$ cat config.mk
export PLATFORM = sky130hd
export DESIGN_NAME = rh_port_ctrl
export DESIGN_NICKNAME = d
export VERILOG_FILES = /design/src/rtl/rhp_pkg.sv /design/src/rtl/rhp_reset_timer.sv /design/src/rtl/rhp_status_core.sv /design/src/rtl/rhp_change_flags.sv /design/src/rtl/rh_port_ctrl.sv
export SDC_FILE = /design/constraint.sdc
export NUM_CORES = 1
export LEC_CHECK = 0
export ABC_AREA = 1
export BUFFER_PORTS_ARGS = -buffer_cell sky130_fd_sc_hd__buf_2
export CELL_PAD_IN_SITES_DETAIL_PLACEMENT = 1
export CELL_PAD_IN_SITES_GLOBAL_PLACEMENT = 1
export CORE_MARGIN = 2
export CORE_UTILIZATION = 39
export CTS_BUF_LIST = sky130_fd_sc_hd__clkbuf_4
export CTS_CLUSTER_DIAMETER = 80
export DETAILED_ROUTE_END_ITERATION = 12
export GPL_TIMING_DRIVEN = 0
export PLACE_DENSITY = 0.95
export SLEW_MARGIN = 20
export SYNTH_ARGS = -nofsm -noshare
export SYNTH_HDL_FRONTEND = slang
export SYNTH_HIERARCHICAL = 1
export SYNTH_SLANG_ARGS = --single-unit
$ cat constraint.sdc
create_clock -name clk -period 3.1 [get_ports clk]
set_input_delay 0.62 -clock clk [delete_from_list [all_inputs] [get_ports clk]]
set_output_delay 0.62 -clock clk [all_outputs]
set_load 0.03 [all_outputs]
$ cat src/rtl/rhp_pkg.sv
package rhp_pkg;
  localparam int REG_W = 32;

  // status bit positions (software decodes these)
  localparam int B_CONN  = 0;
  localparam int B_ENA   = 1;
  localparam int B_SUSP  = 2;
  localparam int B_OVC   = 3;
  localparam int B_RST   = 4;
  localparam int B_PWR   = 8;
  localparam int B_LOWSP = 9;

  // command bit positions on write
  localparam int C_DISABLE = 0;
  localparam int C_ENABLE  = 1;
  localparam int C_SUSPEND = 2;
  localparam int C_RESET   = 4;
  localparam int C_PWR_ON  = 8;
  localparam int C_PWR_OFF = 9;

  // change flags
  localparam int NUM_CHG  = 5;
  localparam int CHG_BASE = 16;
  localparam int E_CONN = 0;
  localparam int E_ENA  = 1;
  localparam int E_SUSP = 2;
  localparam int E_OVC  = 3;
  localparam int E_RST  = 4;

  typedef struct packed {
    logic disable_p;
    logic enable_p;
    logic suspend_p;
    logic reset_p;
    logic pwr_on;
    logic pwr_off;
  } port_cmd_t;
endpackage

$ cat src/rtl/rhp_reset_timer.sv
module rhp_reset_timer #(
  parameter int RESET_TICKS = 1250000
) (
  input  logic clk,
  input  logic rst,
  input  logic start,
  output logic active,
  output logic done
);
  localparam int CNT_W = (RESET_TICKS < 2) ? 1 : $clog2(RESET_TICKS + 1);
  localparam logic [CNT_W-1:0] LOAD_VAL = CNT_W'(RESET_TICKS - 1);

  logic [CNT_W-1:0] cnt_q;
  logic             act_q;

  assign active = act_q;
  assign done   = act_q && (cnt_q == '0);

  always_ff @(posedge clk) begin
    if (rst) begin
      act_q <= 1'b0;
      cnt_q <= '0;
    end else if (start && !act_q) begin
      act_q <= 1'b1;
      cnt_q <= LOAD_VAL;
    end else if (act_q) begin
      if (cnt_q == '0) act_q <= 1'b0;
      else             cnt_q <= cnt_q - 1'b1;
    end
  end
endmodule

$ cat src/rtl/rhp_status_core.sv
module rhp_status_core
  import rhp_pkg::*;
(
  input  logic                clk,
  input  logic                rst,
  input  port_cmd_t           cmd,
  input  logic                dev_present,
  input  logic                dev_ls,
  input  logic                oc_in,
  input  logic                resume_done,
  input  logic                port_err,
  input  logic                rst_active,
  input  logic                rst_done,
  output logic                start_reset,
  output logic                conn,
  output logic                ena,
  output logic                susp,
  output logic                ovc,
  output logic                pwr,
  output logic                lowsp,
  output logic [NUM_CHG-1:0]  events
);
  logic conn_n, ena_n, susp_n, ovc_n, pwr_n, lowsp_n;
  logic hw_drop;

  always_comb begin
    pwr_n = pwr;
    if (cmd.pwr_on)  pwr_n = 1'b1;
    if (cmd.pwr_off) pwr_n = 1'b0;

    conn_n  = dev_present && pwr_n;
    lowsp_n = conn_n && dev_ls;
    ovc_n   = oc_in;

    start_reset = cmd.reset_p && conn && !rst_active;

    ena_n = ena;
    if (cmd.enable_p && conn) ena_n = 1'b1;
    if (cmd.disable_p)        ena_n = 1'b0;
    if (rst_done)             ena_n = 1'b1;
    hw_drop = !conn_n || port_err;
    if (hw_drop)              ena_n = 1'b0;

    susp_n = susp;
    if (cmd.suspend_p && ena) susp_n = 1'b1;
    if (resume_done && susp)  susp_n = 1'b0;
    if (start_reset || !ena_n) susp_n = 1'b0;

    events          = '0;
    events[E_CONN]  = conn_n != conn;
    events[E_ENA]   = ena && hw_drop;
    events[E_SUSP]  = resume_done && susp;
    events[E_OVC]   = ovc_n != ovc;
    events[E_RST]   = rst_done;
  end

  always_ff @(posedge clk) begin
    if (rst) begin
      conn  <= 1'b0;
      ena   <= 1'b0;
      susp  <= 1'b0;
      ovc   <= 1'b0;
      pwr   <= 1'b0;
      lowsp <= 1'b0;
    end else begin
      conn  <= conn_n;
      ena   <= ena_n;
      susp  <= susp_n;
      ovc   <= ovc_n;
      pwr   <= pwr_n;
      lowsp <= lowsp_n;
    end
  end
endmodule

$ cat src/rtl/rhp_change_flags.sv
module rhp_change_flags #(
  parameter int N = 5
) (
  input  logic         clk,
  input  logic         rst,
  input  logic [N-1:0] set_ev,
  input  logic [N-1:0] clr,
  output logic [N-1:0] flags,
  output logic         any_set
);
  logic [N-1:0] nxt;

  for (genvar i = 0; i < N; i++) begin : g_flag
    // hardware event outranks a software acknowledge
    assign nxt[i] = set_ev[i] | (flags[i] & ~clr[i]);
  end

  always_ff @(posedge clk) begin
    if (rst) begin
      flags   <= '0;
      any_set <= 1'b0;
    end else begin
      flags   <= nxt;
      any_set <= |nxt;
    end
  end
endmodule

$ cat src/rtl/rh_port_ctrl.sv
module rh_port_ctrl
  import rhp_pkg::*;
#(
  parameter int RESET_TICKS = 1250000
) (
  input  logic             clk,
  input  logic             rst,
  input  logic             wr_en,
  input  logic [REG_W-1:0] wr_data,
  input  logic             dev_present,
  input  logic             dev_ls,
  input  logic             oc_in,
  input  logic             resume_done,
  input  logic             port_err,
  output logic [REG_W-1:0] rd_data,
  output logic             rhsc
);
  port_cmd_t          cmd;
  logic               start_reset, rst_active, rst_done;
  logic               conn, ena, susp, ovc, pwr, lowsp;
  logic [NUM_CHG-1:0] events, flags, clr_vec;
  logic               unused_wr_bits;

  always_comb begin
    cmd.disable_p = wr_en && wr_data[C_DISABLE];
    cmd.enable_p  = wr_en && wr_data[C_ENABLE];
    cmd.suspend_p = wr_en && wr_data[C_SUSPEND];
    cmd.reset_p   = wr_en && wr_data[C_RESET];
    cmd.pwr_on    = wr_en && wr_data[C_PWR_ON];
    cmd.pwr_off   = wr_en && wr_data[C_PWR_OFF];
    clr_vec       = wr_en ? wr_data[CHG_BASE +: NUM_CHG] : '0;
  end

  assign unused_wr_bits = ^{wr_data[REG_W-1:CHG_BASE+NUM_CHG], wr_data[CHG_BASE-1:10],
                            wr_data[7:5], wr_data[3]};

  rhp_reset_timer #(.RESET_TICKS(RESET_TICKS)) u_timer (
    .clk    (clk),
    .rst    (rst),
    .start  (start_reset),
    .active (rst_active),
    .done   (rst_done)
  );

  rhp_status_core u_core (
    .clk         (clk),
    .rst         (rst),
    .cmd         (cmd),
    .dev_present (dev_present),
    .dev_ls      (dev_ls),
    .oc_in       (oc_in),
    .resume_done (resume_done),
    .port_err    (port_err),
    .rst_active  (rst_active),
    .rst_done    (rst_done),
    .start_reset (start_reset),
    .conn        (conn),
    .ena         (ena),
    .susp        (susp),
    .ovc         (ovc),
    .pwr         (pwr),
    .lowsp       (lowsp),
    .events      (events)
  );

  rhp_change_flags #(.N(NUM_CHG)) u_flags (
    .clk     (clk),
    .rst     (rst),
    .set_ev  (events),
    .clr     (clr_vec),
    .flags   (flags),
    .any_set (rhsc)
  );

  always_comb begin
    rd_data                      = '0;
    rd_data[B_CONN]              = conn;
    rd_data[B_ENA]               = ena;
    rd_data[B_SUSP]              = susp;
    rd_data[B_OVC]               = ovc;
    rd_data[B_RST]               = rst_active;
    rd_data[B_PWR]               = pwr;
    rd_data[B_LOWSP]             = lowsp;
    rd_data[CHG_BASE +: NUM_CHG] = flags;
  end
endmodule

---- Word-level counts from Yosys, hierarchy flattened ----
Cells that the tools add are included.
storage, ports and cells
  input bits .............................. 40
  logic and storage cells ................. 72
  bits in read-only memories .............. 0
  latch bits .............................. 0
  output and inout port bits .............. 33
  memories kept ........................... 0
  register bits after elaboration ......... 34
  RAM bits ................................ 0
operators by class
  bitwise logic cells ..................... 16
  mux-type cells .......................... 13
  $add $sub $neg .......................... 1
  multipliers ............................. 0
  shift-type cells ........................ 0
  reduce and logical (&&, ||, !) cells .... 28
  divide/modulo/power cells ............... 0
  eq/ne operators ......................... 3
  magnitude comparators ................... 0
operators with widths
  operator               number
  $mux 21                3
  $logic_not 21->1       1
  $sub 21x1->21 const B  1
  $logic_and 1x1->1      16
  $mux 1                 9
  $not 1->1              6
  $and 1x1->1            5
  $mux 5                 1
  $or 1x1->1             5
  $reduce_or 5->1        1
  $reduce_and 2->1       2
  $logic_not 1->1        3
  $reduce_or 3->1        1
  $logic_or 1x1->1       2
  $ne 1x1->1             2
  $ne 2x2->1 const B     1
  $reduce_bool 2->1      1
  $reduce_or 2->1        1

---- Depth between registers and ports, before layout ----
Gate-level depths: netlist (run 1).
  depth in word-level cells ............... 10
  gate-level depth with buffers ........... 12
  mapped depth without buffers ............ 11

---- Cells and area by module ----
The synthesis (run 1) kept the hierarchy.
by module, submodules not included
  module            area an instance (um^2)  cells each  instances  seq. area each (um^2)
  rhp_reset_timer   1416.4                   222         1          440.4
  rhp_status_core   310.3                    47          1          120.1
  rh_port_ctrl      300.3                    51          1          0.0
  rhp_change_flags  217.7                    25          1          120.1

---- Least setup slack after synthesis (run 1) ----
No wires, ideal clock.
  kind .................................... input -> register
  from .................................... input wr_en
  to ...................................... register u_flags.any_set
  path buffers ............................ 1
  library setup time ...................... 111 ps
  required time ........................... 2989 ps
  setup slack ............................. 1487 ps
  arrival time ............................ 1501 ps
  cell stages on the path ................. 12
  cell sequence ........................... buf_6 -> nand2_1 -> inv_1 -> inv_1 -> a21oi_2 -> nand2_1 -> o21ai_1 -> inv_1 -> a21oi_2 -> nand3_1 -> nor2_1 -> nor2_1
RTL lines
  what                    line                    source
  start: declaration      rh_port_ctrl.sv:8       input logic wr_en,
  end signal: assignment  rhp_change_flags.sv:24  any_set <= |nxt;
  end: declaration        rhp_change_flags.sv:9   output logic any_set

---- Final worst setup path (run 1) ----
  from .................................... register u_timer.cnt_q[0]
  to ...................................... register u_timer.cnt_q[12]
on the way
  longest elaborated chain between the ends .. 4
  elaborated cells on any way between the ends .. 7
  those cells by class .................... add/sub (1); eq/ne (1); mux (3); reduce/logical (2)
RTL lines
  what                      line                   source
  start: declaration        rhp_reset_timer.sv:13  logic [CNT_W-1:0] cnt_q;
  start signal: assignment  rhp_reset_timer.sv:28  else cnt_q <= cnt_q - 1'b1;
  $sub 21x1->21             rhp_reset_timer.sv:28
  $mux 21                   rhp_reset_timer.sv:27  if (cnt_q == '0) act_q <= 1'b0;
  $mux 21                   rhp_reset_timer.sv:26  end else if (act_q) begin
  $mux 21                   rhp_reset_timer.sv:23  end else if (start && !act_q) begin
Parallel ways exist; a longest one is shown, timed or not. The select of a mux whose other input is x is not followed.
A chain may end at the register's enable or synchronous reset.

==> metrics.txt, run 1 <==
# TYPE chip_impl_metric gauge
chip_impl_info{name="holdPathEnd",value="u_core/lowsp"} 1
chip_impl_metric{name="final_max_slew_viol_count",unit=""} 0
chip_impl_metric{name="synth_largest_type_area_fraction",unit=""} 0.303
chip_impl_metric{name="postCtsResizedCells",unit=""} 0
chip_impl_metric{name="regToRegSetupSlack",unit="ns"} 1.19
chip_impl_metric{name="port-buffer-count",unit=""} 31
chip_impl_metric{name="cts_hold_repair.buffers",unit=""} 0
chip_impl_info{name="timing.rr.start",value="u_timer/cnt_q[0]"} 1
chip_impl_metric{name="clock_tree.buffer_depth",unit=""} 2
chip_impl_info{name="synth.area.top_cells",value="dfxtp_1 30%, nand2_1 14%, inv_1 9.7%, buf_4 9.4%, nor2_1 7.2%"} 1
chip_impl_metric{name="cellPowerDensity",unit="mW/mm^2"} 352
chip_impl_metric{name="cts_sinks",unit=""} 34
chip_impl_info{name="layout.cells.most_common_list",value="84 x nand2_1, 58 x inv_1, 43 x nor2_1"} 1
chip_impl_metric{name="timing.final.crit_period",unit="ns"} 1.91
chip_impl_metric{name="timing.final.crit_share",unit=""} 0.616
chip_impl_metric{name="gr-total-overflow",unit=""} 0
chip_impl_info{name="timing.hold.worst.start",value="dev_ls"} 1
chip_impl_info{name="hold_class",value="in -> reg"} 1
chip_impl_metric{name="drv.max_cap_violation_count",unit=""} 0
chip_impl_metric{name="antenna_cells_inserted",unit=""} 0
chip_impl_metric{name="antenna_violating_nets_post_route",unit=""} 0
chip_impl_metric{name="crit_required",unit="ns"} 3.34
chip_impl_metric{name="crit_path_max_fanout",unit=""} 6
chip_impl_metric{name="fp.dieW",unit="microns"} 79.9
chip_impl_metric{name="placeableCoreArea",unit="sq mm"} 0.00554
chip_impl_metric{name="areaGrowthSynthToFinish",unit="%"} 16.3
chip_impl_info{name="critical_path.cell_chain",value="inv_1 > ha_1 > inv_1 > nor2_1 > inv_1 > nor2_1 > nand3_1 > nand2_1 > nand3_1 > nand2_1 > inv_1"} 1
chip_impl_metric{name="synth_cell_types",unit=""} 31
chip_impl_info{name="run_status",value="complete, no violations"} 1
chip_impl_metric{name="globalplace.congestion",unit=""} 0.863
chip_impl_metric{name="postPlaceCellArea",unit="sq mm"} 0.00256
chip_impl_metric{name="synth-edff-count",unit=""} 0
chip_impl_metric{name="data_arrival_time_of_the_critical_path",unit="ns"} 2.15
chip_impl_metric{name="pin_count_of_the_biggest_net_entering_global_routing",unit=""} 16
chip_impl_metric{name="die_area",unit="sq mm"} 0.00638
chip_impl_metric{name="post_synth_inst_count",unit=""} 345
chip_impl_info{name="yosysTopAreaCell",value="dfxtp_1"} 1
chip_impl_metric{name="post-cts-setup-buffer-count",unit=""} 0
chip_impl_metric{name="synth-seq-area-share",unit=""} 0.303
chip_impl_info{name="synth-main-ff-cell",value="dfxtp_1"} 1
chip_impl_metric{name="post-route-cell-area",unit="sq mm"} 0.00261
chip_impl_metric{name="cts_buffers",unit=""} 5
chip_impl_metric{name="fill_cells",unit=""} 786
chip_impl_metric{name="io_pins",unit=""} 73
chip_impl_metric{name="critPathMaxStageDelay",unit="ns"} 0.37
chip_impl_metric{name="fmaxAchievable",unit="MHz"} 523
chip_impl_info{name="path_common_cell",value="inv_1"} 1
chip_impl_metric{name="dpl.hpwl",unit="microns"} 4890
chip_impl_info{name="critical_path.top_delay_family",value="simple AND/OR/NAND/NOR gates"} 1
chip_impl_metric{name="drt_first_pass_iters",unit=""} 4
chip_impl_info{name="worstSetupStartpointType",value="flop"} 1
chip_impl_metric{name="grt_use_total",unit=""} 0.202
chip_impl_metric{name="viasPerCell",unit=""} 4.59
chip_impl_metric{name="yosys_warnings",unit=""} 6
chip_impl_metric{name="first_global_vias",unit=""} 2205
chip_impl_metric{name="finish.net_count",unit=""} 444
chip_impl_metric{name="initial_cell_density_of_the_core",unit=""} 0.405
chip_impl_info{name="layout_commonest_cell",value="nand2_1"} 1
chip_impl_metric{name="total_power",unit="uW"} 917
chip_impl_info{name="cp-end-kind",value="flop"} 1
chip_impl_metric{name="grt_pass1_wl",unit="microns"} 10000
chip_impl_metric{name="timing_hold_violations_final",unit=""} 0
chip_impl_metric{name="detail_route.wl_per_cell",unit="microns"} 12.8
chip_impl_metric{name="routed_wirelength",unit="microns"} 6090
chip_impl_metric{name="post_synth_instance_area",unit="sq mm"} 0.00224
chip_impl_metric{name="worst-r2r-cell-count",unit=""} 11
chip_impl_info{name="root_buffer",value="clkbuf_4"} 1
chip_impl_info{name="cts_tree",value="built"} 1
chip_impl_metric{name="first_iter_violations",unit=""} 116
chip_impl_metric{name="cp.buffers_inverters",unit=""} 4
chip_impl_metric{name="avgSynthCellArea",unit="sq um"} 6.51
chip_impl_metric{name="synth_register_bits",unit=""} 34
chip_impl_metric{name="die_height",unit="microns"} 79.9
chip_impl_metric{name="placement_rows",unit=""} 27
chip_impl_metric{name="setup_violations",unit=""} 0
chip_impl_metric{name="ctsHtreeMaxLevel",unit=""} 2
chip_impl_metric{name="path_clk_slew",unit="ns"} 0.11
chip_impl_metric{name="p_leak",unit="uW"} 0.00151
chip_impl_metric{name="vdd.ir_drop.worst",unit="mV"} 0.210
chip_impl_metric{name="finalSetupTns",unit="ns"} 0
chip_impl_metric{name="detailroute.via_count",unit=""} 2180
chip_impl_info{name="regToRegEndpoint",value="u_timer/cnt_q[12]"} 1
chip_impl_metric{name="number_of_antenna_violations_at_the_first_check_in_global_routing",unit=""} 0
chip_impl_info{name="unrepaired_setup_endpoints_after_global_routing",value="false"} 1
chip_impl_metric{name="worstHoldPathCells",unit=""} 3
chip_impl_metric{name="drive_above_1_share",unit=""} 0.231
chip_impl_metric{name="insertion_delay",unit="ns"} 0.34
chip_impl_metric{name="synth-async-reset-ratio",unit=""} 0
chip_impl_info{name="worstSetupPathType",value="reg -> reg"} 1
chip_impl_info{name="worst_path_max_delay_cell",value="ha_1"} 1
chip_impl_metric{name="detail_route.drc_violations",unit=""} 0
chip_impl_metric{name="final.setup_skew",unit="ns"} 0.00963
## registers in the layout, indices dropped and copies added (netlist names)
register         cells
u_core/conn          1
u_core/ena           1
u_core/lowsp         1
u_core/ovc           1
u_core/pwr           1
u_core/susp          1
u_flags/any_set      1
u_flags/flags        5
u_timer/active       1
u_timer/cnt_q       21
## tightest hold or removal path, cell delays in order
cell,delay [ns]
buf_2,0.09
inv_1,0.04
nor2_1,0.03
## layer usage
| metal | up-vias | part of all wire | routed length, microns | track usage |
|---|---|---|---|---|
| met2 | 50 | 0.53 | 3240 | 0.376 |
| met5 | - | 0 | 0 | 0 |
| li1 | 1118 | - | - | - |
| met4 | 0 | 0.011 | 66 | 0.0492 |
| met3 | 5 | 0.037 | 223 | 0.0317 |
| met1 | 1007 | 0.42 | 2560 | 0.240 |
## cells in the mapped netlist, types with 2 or more instances
cell type  number
xor2_1          6
o21ai_0         3
nand2_1        84
inv_1          58
dfxtp_1        34
xnor2_1         5
a31oi_1         2
nand4_1         9
nand2_2         4
ha_1            2
a21oi_1        12
nand3_1        23
buf_6           3
nor2_1         43
a21oi_2         7
buf_4          28
nor2_4          2
nor2_2          7
## final cells by class
class                   instances  area, sq um  share of cell area
plain buffers                  34          256              0.0983
flip-flops and latches         34          681               0.261
inverters                      60          225              0.0863
clock inverters                 3         11.3             0.00431
repair buffers                 31          155              0.0594
clock buffers                   5         37.5              0.0144
well taps                      72         90.1              0.0345
multi-input cells             236         1150               0.442
## where the power goes
| part | switching, uW | internal, uW |
|---|---|---|
| clock network | 156 | 80.9 |
| logic | 147 | 79.6 |
| registers | 7.98 | 446 |
| total | 311 | 607 |
## cells by family (layout without fill, tap and decap cells)
logic type	after synthesis	count (layout)	share of synthesized area
AOI/OAI and AO/OA	25	25	0.0686
xor gates and xnor gates	11	11	0.0429
adders and majority gates	2	2	0.0111
buffers and inverters	94	133	0.215
DFF	34	34	0.303
other	1	20	0.00167
and+or+nand+nor	178	178	0.358
## metrics by stage
stage	instances	hold WS (ns)	util	setup WS [ns]
4_1_cts	475	0.478	0.471	1.19
6_report	475	0.483	0.471	1.19
2_1_floorplan	364	0.469	-	1.49
3_3_place_gp	467	0.479	0.462	1.09
5_1_grt	475	0.494	0.471	1.03
3_5_place_dp	467	0.498	0.462	1.01
## worst max path at each step
stage                          start                end  slack (ns)  depth (start not counted)
floorplan                      wr_en    u_flags/any_set        1.49                         12
global placement               wr_en   u_timer/cnt_q[6]        1.09                         11
detailed placement             wr_en   u_timer/cnt_q[6]        1.01                         11
CTS                 u_timer/cnt_q[0]  u_timer/cnt_q[12]        1.19                         11
global route        u_timer/cnt_q[0]  u_timer/cnt_q[12]        1.03                         11
finish              u_timer/cnt_q[0]  u_timer/cnt_q[12]        1.19                         11
Note: power is estimated with default switching activity, not from simulation.
==> run 2: changes to the inputs <==
--- a/config.mk
+++ b/config.mk
@@ -10,12 +10,12 @@
 export CELL_PAD_IN_SITES_DETAIL_PLACEMENT = 1
 export CELL_PAD_IN_SITES_GLOBAL_PLACEMENT = 1
 export CORE_MARGIN = 2
-export CORE_UTILIZATION = 39
+export CORE_UTILIZATION = 32
 export CTS_BUF_LIST = sky130_fd_sc_hd__clkbuf_4
 export CTS_CLUSTER_DIAMETER = 80
 export DETAILED_ROUTE_END_ITERATION = 12
 export GPL_TIMING_DRIVEN = 0
-export PLACE_DENSITY = 0.95
+export PLACE_DENSITY = 0.86
 export SLEW_MARGIN = 20
 export SYNTH_ARGS = -nofsm -noshare
 export SYNTH_HDL_FRONTEND = slang
==> constraint.sdc (replaced) <==
create_clock -name clk -period 1.6 [get_ports clk]
set_input_delay 0.32 -clock clk [delete_from_list [all_inputs] [get_ports clk]]
set_output_delay 0.32 -clock clk [all_outputs]
set_load 0.03 [all_outputs]
==> metrics.txt, run 2 (synthesis gave the netlist of run 1 again) <==
# TYPE chip_impl_metric gauge
chip_impl_metric{name="final.setup_skew",unit="ns"} 0.0117
chip_impl_metric{name="initial_cell_density_of_the_core",unit=""} 0.330
chip_impl_metric{name="port-buffer-count",unit=""} 31
chip_impl_metric{name="post-route-cell-area",unit="sq mm"} 0.00286
chip_impl_info{name="layout.cells.most_common_list",value="78 x nand2_1, 56 x inv_1, 33 x buf_4"} 1
chip_impl_metric{name="dpl.cell_count",unit=""} 491
chip_impl_metric{name="timing.final.crit_share",unit=""} 1.02
chip_impl_info{name="timing.rr.start",value="u_timer/cnt_q[1]"} 1
chip_impl_info{name="worstSetupPathType",value="reg -> reg"} 1
chip_impl_metric{name="pin_count_of_the_biggest_net_entering_global_routing",unit=""} 16
chip_impl_metric{name="number_of_antenna_violations_at_the_first_check_in_global_routing",unit=""} 0
chip_impl_metric{name="detail_route.wl_per_cell",unit="microns"} 12.5
chip_impl_metric{name="antenna_violating_nets_post_route",unit=""} 0
chip_impl_metric{name="grt_pass1_wl",unit="microns"} 9940
chip_impl_metric{name="placement_rows",unit=""} 30
chip_impl_metric{name="drt_first_pass_iters",unit=""} 4
chip_impl_metric{name="total_power",unit="uW"} 1860
chip_impl_metric{name="p_leak",unit="uW"} 0.00157
chip_impl_metric{name="fp.dieW",unit="microns"} 87.8
chip_impl_metric{name="p_sw_frac",unit=""} 0.335
chip_impl_metric{name="fill_cells",unit=""} 897
chip_impl_metric{name="antenna_cells_inserted",unit=""} 0
chip_impl_metric{name="vdd.ir_drop.worst",unit="mV"} 0.288
chip_impl_info{name="run_status",value="finished, violations left"} 1
chip_impl_metric{name="dpl.hpwl",unit="microns"} 4560
chip_impl_metric{name="clock_power_share",unit=""} 0.267
chip_impl_metric{name="io_pins",unit=""} 73
chip_impl_info{name="register_ranked_first_by_flip_flop_count",value="u_timer/cnt_q"} 1
chip_impl_info{name="startpoint",value="u_timer/cnt_q[1]"} 1
chip_impl_info{name="cts_tree",value="built"} 1
chip_impl_metric{name="finish.net_count",unit=""} 449
chip_impl_info{name="worstSetupStartpointType",value="flop"} 1
chip_impl_metric{name="die_height",unit="microns"} 87.8
chip_impl_metric{name="final_max_slew_viol_count",unit=""} 0
chip_impl_metric{name="areaGrowthSynthToFinish",unit="%"} 27.5
chip_impl_info{name="timing.hold.worst.start",value="dev_ls"} 1
chip_impl_metric{name="register_share_of_total_power",unit=""} 0.472
chip_impl_metric{name="clock_tree.buffer_depth",unit=""} 2
chip_impl_metric{name="power.net_switching",unit="uW"} 624
chip_impl_metric{name="gr-total-overflow",unit=""} 0
chip_impl_metric{name="cts_buffers",unit=""} 5
chip_impl_metric{name="viasPerCell",unit=""} 4.38
chip_impl_info{name="failed_checks",value="setup timing"} 1
chip_impl_metric{name="insertion_delay",unit="ns"} 0.35
chip_impl_metric{name="setup_violations",unit=""} 1
chip_impl_metric{name="finalSetupTns",unit="ns"} -0.0341
chip_impl_metric{name="data_arrival_time_of_the_critical_path",unit="ns"} 1.90
chip_impl_metric{name="detailroute.via_count",unit=""} 2205
chip_impl_metric{name="finalNonFillerCells",unit=""} 503
chip_impl_metric{name="layout_setup_ws",unit="ns"} -0.0341
chip_impl_metric{name="fmaxAchievable",unit="MHz"} 612
chip_impl_info{name="unrepaired_setup_endpoints_after_global_routing",value="true"} 1
chip_impl_metric{name="drv.max_cap_violation_count",unit=""} 0
chip_impl_metric{name="max_reg_flops",unit=""} 21
chip_impl_info{name="root_buffer",value="clkbuf_4"} 1
chip_impl_metric{name="crit_path_max_fanout",unit=""} 6
chip_impl_metric{name="timing.final.crit_period",unit="ns"} 1.63
chip_impl_metric{name="grt_use_total",unit=""} 0.164
chip_impl_metric{name="first_iter_violations",unit=""} 136
chip_impl_metric{name="postPlaceCellArea",unit="sq mm"} 0.00259
chip_impl_metric{name="placeableCoreArea",unit="sq mm"} 0.00679
chip_impl_metric{name="path_clk_slew",unit="ns"} 0.11
chip_impl_metric{name="cellPowerDensity",unit="mW/mm^2"} 652
chip_impl_info{name="cp-end-kind",value="flop"} 1
chip_impl_info{name="layout_commonest_cell",value="nand2_1"} 1
chip_impl_metric{name="first_global_vias",unit=""} 2168
chip_impl_metric{name="ctsHtreeMaxLevel",unit=""} 2
chip_impl_metric{name="crit_required",unit="ns"} 1.86
chip_impl_metric{name="cell_internal_pwr",unit="uW"} 1240
chip_impl_metric{name="share_comb_of_total_power",unit=""} 0.262
chip_impl_metric{name="timing_hold_violations_final",unit=""} 0
chip_impl_metric{name="drive_above_1_share",unit=""} 0.351
chip_impl_info{name="hold_class",value="in -> reg"} 1
chip_impl_info{name="reg_top3",value="u_timer/cnt_q x21, u_flags/flags x5"} 1
chip_impl_metric{name="cts_hold_repair.buffers",unit=""} 0
chip_impl_metric{name="cts_sinks",unit=""} 34
chip_impl_metric{name="finish.utilization",unit=""} 0.421
chip_impl_metric{name="routed_wirelength",unit="microns"} 6270
chip_impl_metric{name="detail_route.drc_violations",unit=""} 0
chip_impl_metric{name="die_area",unit="sq mm"} 0.00770
chip_impl_metric{name="globalplace.congestion",unit=""} 0.856
run 2: per-stage QoR:
step	hold slack (ns)	setup slack, ns
after floorplan	0.389	0.183
after global placement	0.485	-0.127
after detailed placement	0.502	-0.165
after CTS	0.176	0.00582
after global routing	0.159	-0.165
final	0.190	-0.0341
run 2: worst paths after layout:
kind         slack, ns                 to  depth (start not counted)
max              -0.03  u_timer/cnt_q[20]                         11
min reg2reg       0.51  u_timer/cnt_q[19]                          2
min               0.19       u_core/lowsp                          3
max reg2reg      -0.03  u_timer/cnt_q[20]                         11
run 2: power by group through the flow:
stage | registers [uW] | logic, uW | clock network [uW]
finish | 879 | 488 | 497
global route | 882 | 534 | 567
CTS | 880 | 442 | 522
detailed placement | 898 | 435 | 0
global placement | 897 | 423 | 0
floorplan | 910 | 325 | 0
run 2: worst max-delay path, stage by stage, from the launching register on:
cell,delay [ns]
dfxtp_2,0.36
inv_4,0.10
ha_4,0.19
nand2_2,0.10
nor2_1,0.17
nand2_1,0.11
nor2_2,0.16
nand3_1,0.09
nand2_1,0.09
nand3_1,0.07
nand2_1,0.07
inv_1,0.04
run 2: final cells by class:
cell class | count | area, sq um | area share
plain buffers | 33 | 256 | 0.0896
clock buffers | 7 | 52.6 | 0.0184
inverters | 60 | 233 | 0.0813
multi-input cells | 236 | 1290 | 0.451
flip-flops and latches | 34 | 708 | 0.247
well taps | 96 | 120 | 0.0420
repair buffers | 37 | 200 | 0.0700
run 2: what timing repair did:
item / CTS / global route
setup endpoints to repair: 15 / 26
gates resized for setup: 9 / 55
cloned: 0 / 0
buffers inserted: 0 / 6
pin swaps: 1 / 10
run 2: layer usage:
layer	vias to the layer above	global-route usage	wire [microns]
met1	1015	0.190	2700
met3	9	0.0471	278
met2	53	0.292	3210
li1	1128	-	-
met5	-	0	0
met4	0	0.0503	78
==> run 3: changes to the inputs <==
--- a/config.mk
+++ b/config.mk
@@ -10,12 +10,12 @@
 export CELL_PAD_IN_SITES_DETAIL_PLACEMENT = 1
 export CELL_PAD_IN_SITES_GLOBAL_PLACEMENT = 1
 export CORE_MARGIN = 2
-export CORE_UTILIZATION = 32
-export CTS_BUF_LIST = sky130_fd_sc_hd__clkbuf_4
+export CORE_UTILIZATION = 31
+export CTS_BUF_LIST = sky130_fd_sc_hd__clkbuf_16
 export CTS_CLUSTER_DIAMETER = 80
 export DETAILED_ROUTE_END_ITERATION = 12
 export GPL_TIMING_DRIVEN = 0
-export PLACE_DENSITY = 0.86
+export PLACE_DENSITY = 0.84
 export SLEW_MARGIN = 20
 export SYNTH_ARGS = -nofsm -noshare
 export SYNTH_HDL_FRONTEND = slang
==> metrics.txt, run 3 (synthesis gave the netlist of run 1 again) <==
# TYPE chip_impl_metric gauge
chip_impl_info{name="run_status",value="finished, violations left"} 1
chip_impl_info{name="failed_checks",value="setup timing"} 1
chip_impl_metric{name="insertion_delay",unit="ns"} 0.28
chip_impl_metric{name="layout_setup_ws",unit="ns"} -0.00705
chip_impl_metric{name="cp.buffers_inverters",unit=""} 1
chip_impl_metric{name="initial_cell_density_of_the_core",unit=""} 0.315
chip_impl_info{name="hold_class",value="in -> reg"} 1
chip_impl_metric{name="regToRegSetupSlack",unit="ns"} -0.007
chip_impl_metric{name="first_iter_violations",unit=""} 99
chip_impl_metric{name="die_height",unit="microns"} 89.1
chip_impl_metric{name="cell_internal_pwr",unit="uW"} 1590
chip_impl_metric{name="data_arrival_time_of_the_critical_path",unit="ns"} 1.79
chip_impl_metric{name="cts_sinks",unit=""} 34
chip_impl_metric{name="grt_use_total",unit=""} 0.159
chip_impl_metric{name="viasPerCell",unit=""} 4.49
chip_impl_metric{name="clock_tree.buffer_depth",unit=""} 2
chip_impl_metric{name="fill_cells",unit=""} 964
chip_impl_metric{name="drt_first_pass_iters",unit=""} 4
chip_impl_metric{name="pin_count_of_the_biggest_net_entering_global_routing",unit=""} 16
chip_impl_metric{name="crit_required",unit="ns"} 1.79
chip_impl_metric{name="die_area",unit="sq mm"} 0.00794
chip_impl_metric{name="detail_route.drc_violations",unit=""} 0
chip_impl_metric{name="number_of_antenna_violations_at_the_first_check_in_global_routing",unit=""} 0
chip_impl_metric{name="drv.max_cap_violation_count",unit=""} 0
chip_impl_metric{name="path_clk_slew",unit="ns"} 0.05
chip_impl_metric{name="power.net_switching",unit="uW"} 664
chip_impl_info{name="critical_path.endpoint",value="u_timer/cnt_q[2]"} 1
chip_impl_metric{name="register_share_of_total_power",unit=""} 0.391
chip_impl_metric{name="worst-r2r-cell-count",unit=""} 8
chip_impl_info{name="critical_path.top_delay_family",value="simple AND/OR/NAND/NOR gates"} 1
chip_impl_metric{name="finalSetupTns",unit="ns"} -0.00722
chip_impl_info{name="cp-end-kind",value="flop"} 1
chip_impl_metric{name="crit_path_max_fanout",unit=""} 6
chip_impl_metric{name="share_comb_of_total_power",unit=""} 0.213
chip_impl_metric{name="p_leak",unit="uW"} 0.00159
chip_impl_info{name="critical_path.cell_chain",value="nor2_2 > nand2_2 > nor2_4 > nand3_4 > nand2_8 > buf_4 > nand3_1 > a31oi_1"} 1
chip_impl_metric{name="io_pins",unit=""} 73
chip_impl_metric{name="dpl.hpwl",unit="microns"} 4610
chip_impl_metric{name="finish.utilization",unit=""} 0.406
chip_impl_metric{name="p_sw_frac",unit=""} 0.294
chip_impl_info{name="root_buffer",value="clkbuf_16"} 1
chip_impl_metric{name="routed_wirelength",unit="microns"} 6310
chip_impl_metric{name="gr-total-overflow",unit=""} 0
chip_impl_metric{name="drive_above_1_share",unit=""} 0.311
chip_impl_info{name="startpoint",value="u_timer/cnt_q[6]"} 1
chip_impl_metric{name="timing.final.crit_period",unit="ns"} 1.61
chip_impl_info{name="worst_path_max_delay_cell",value="dfxtp_1"} 1
chip_impl_metric{name="cellPowerDensity",unit="mW/mm^2"} 779
chip_impl_metric{name="ctsHtreeMaxLevel",unit=""} 2
chip_impl_metric{name="worst-slew-pin-transition",unit="ns"} 0.503
chip_impl_info{name="register_ranked_first_by_flip_flop_count",value="u_timer/cnt_q"} 1
chip_impl_metric{name="detailroute.via_count",unit=""} 2276
chip_impl_metric{name="clock_power_share",unit=""} 0.396
chip_impl_metric{name="placement_rows",unit=""} 31
chip_impl_info{name="reg_top3",value="u_timer/cnt_q x21, u_flags/flags x5"} 1
chip_impl_metric{name="port-buffer-count",unit=""} 31
chip_impl_metric{name="finish.net_count",unit=""} 451
chip_impl_metric{name="fp.dieW",unit="microns"} 89.1
chip_impl_metric{name="timing.final.crit_share",unit=""} 1.00
chip_impl_info{name="timing.rr.start",value="u_timer/cnt_q[6]"} 1
chip_impl_info{name="worstSetupPathType",value="reg -> reg"} 1
chip_impl_metric{name="crit_cells",unit=""} 8
chip_impl_info{name="regToRegEndpoint",value="u_timer/cnt_q[2]"} 1
chip_impl_metric{name="slew-limit-headroom",unit=""} 0.665
chip_impl_metric{name="areaGrowthSynthToFinish",unit="%"} 29.0
chip_impl_info{name="layout_commonest_cell",value="nand2_1"} 1
chip_impl_metric{name="detail_route.wl_per_cell",unit="microns"} 12.5
chip_impl_metric{name="max_reg_flops",unit=""} 21
chip_impl_metric{name="placement.setup.worst_slack",unit="ns"} -0.215
chip_impl_metric{name="cts_hold_repair.buffers",unit=""} 0
chip_impl_metric{name="antenna_violating_nets_post_route",unit=""} 0
chip_impl_metric{name="timing_hold_violations_final",unit=""} 0
chip_impl_metric{name="grt_pass1_wl",unit="microns"} 9800
chip_impl_metric{name="fmaxAchievable",unit="MHz"} 622
chip_impl_metric{name="setup_violations",unit=""} 2
chip_impl_metric{name="vdd.ir_drop.worst",unit="mV"} 0.449
chip_impl_metric{name="antenna_cells_inserted",unit=""} 0
chip_impl_metric{name="globalplace.congestion",unit=""} 0.828
chip_impl_metric{name="final.setup_skew",unit="ns"} 0.00464
chip_impl_metric{name="critPathMaxStageDelay",unit="ns"} 0.36
chip_impl_metric{name="first_global_vias",unit=""} 2225
chip_impl_metric{name="placeableCoreArea",unit="sq mm"} 0.00714
chip_impl_info{name="worstSetupStartpointType",value="flop"} 1
chip_impl_info{name="cts_tree",value="built"} 1
chip_impl_metric{name="final_max_slew_viol_count",unit=""} 0
chip_impl_metric{name="cts_buffers",unit=""} 5
chip_impl_metric{name="worstHoldPathCells",unit=""} 3
chip_impl_info{name="layout.cells.most_common_list",value="79 x nand2_1, 56 x inv_1, 35 x buf_4"} 1
-- run 3: metrics by stage --
stage,hold WS [ns],total power (uW),instances,instance area (sq um)
after floorplan,0.389,1240,364,2320
after global placement,0.483,1320,494,2590
after detailed placement,0.499,1330,494,2590
after CTS,0.258,2250,500,2770
after global routing,0.263,2350,507,2900
final,0.259,2260,507,2900
-- run 3: worst register-to-register path, cell delays in order (launching register included) --
cell,delay [ns]
dfxtp_1,0.36
nor2_2,0.21
nand2_2,0.13
nor2_4,0.15
nand3_4,0.14
nand2_8,0.13
buf_4,0.15
nand3_1,0.09
a31oi_1,0.18
-- run 3: what timing repair did --
action                                  4_1_cts  5_1_grt
endpoints found under the setup margin       19       24
gates resized for setup                      11       30
pin swaps                                     0        5
setup buffers                                 0        7
-- run 3: worst min path at each step --
stage,slack (ns),start,to
after floorplan,0.39,rst,u_timer/cnt_q[7]
after global placement,0.48,u_flags/flags[2],u_flags/flags[2]
after detailed placement,0.50,u_flags/flags[4],u_flags/flags[4]
after CTS,0.26,dev_ls,u_core/lowsp
after global routing,0.26,dev_ls,u_core/lowsp
final,0.26,dev_ls,u_core/lowsp
-- run 3: layout make-up --
cell class / instances / area (sq um) / area share
buffer: 34 / 264 / 0.0911
clock buffer: 5 / 125 / 0.0432
clock inverter: 1 / 3.75 / 0.00130
inverter: 60 / 230 / 0.0795
multi-input combinational: 236 / 1260 / 0.434
sequential: 34 / 684 / 0.236
tap: 99 / 124 / 0.0428
timing repair buffer: 38 / 208 / 0.0717
-- run 3: power by group through the flow --
| stage | registers (uW) | clock network [uW] | logic, uW |
|---|---|---|---|
| 2_1_floorplan | 910 | 0 | 325 |
| 3_3_place_gp | 897 | 0 | 424 |
| 3_5_place_dp | 898 | 0 | 436 |
| 4_1_cts | 880 | 914 | 453 |
| 5_1_grt | 884 | 943 | 527 |
| 6_report | 883 | 893 | 481 |
-- run 3: layer usage --
layer | up-vias | GRT usage | share of wire | wire (microns)
li1 | 1134 | - | - | -
met1 | 1080 | 0.173 | 0.40 | 2530
met2 | 52 | 0.303 | 0.54 | 3410
met3 | 10 | 0.0351 | 0.042 | 265
met4 | 0 | 0.0488 | 0.017 | 106
met5 | - | 0 | 0 | 0
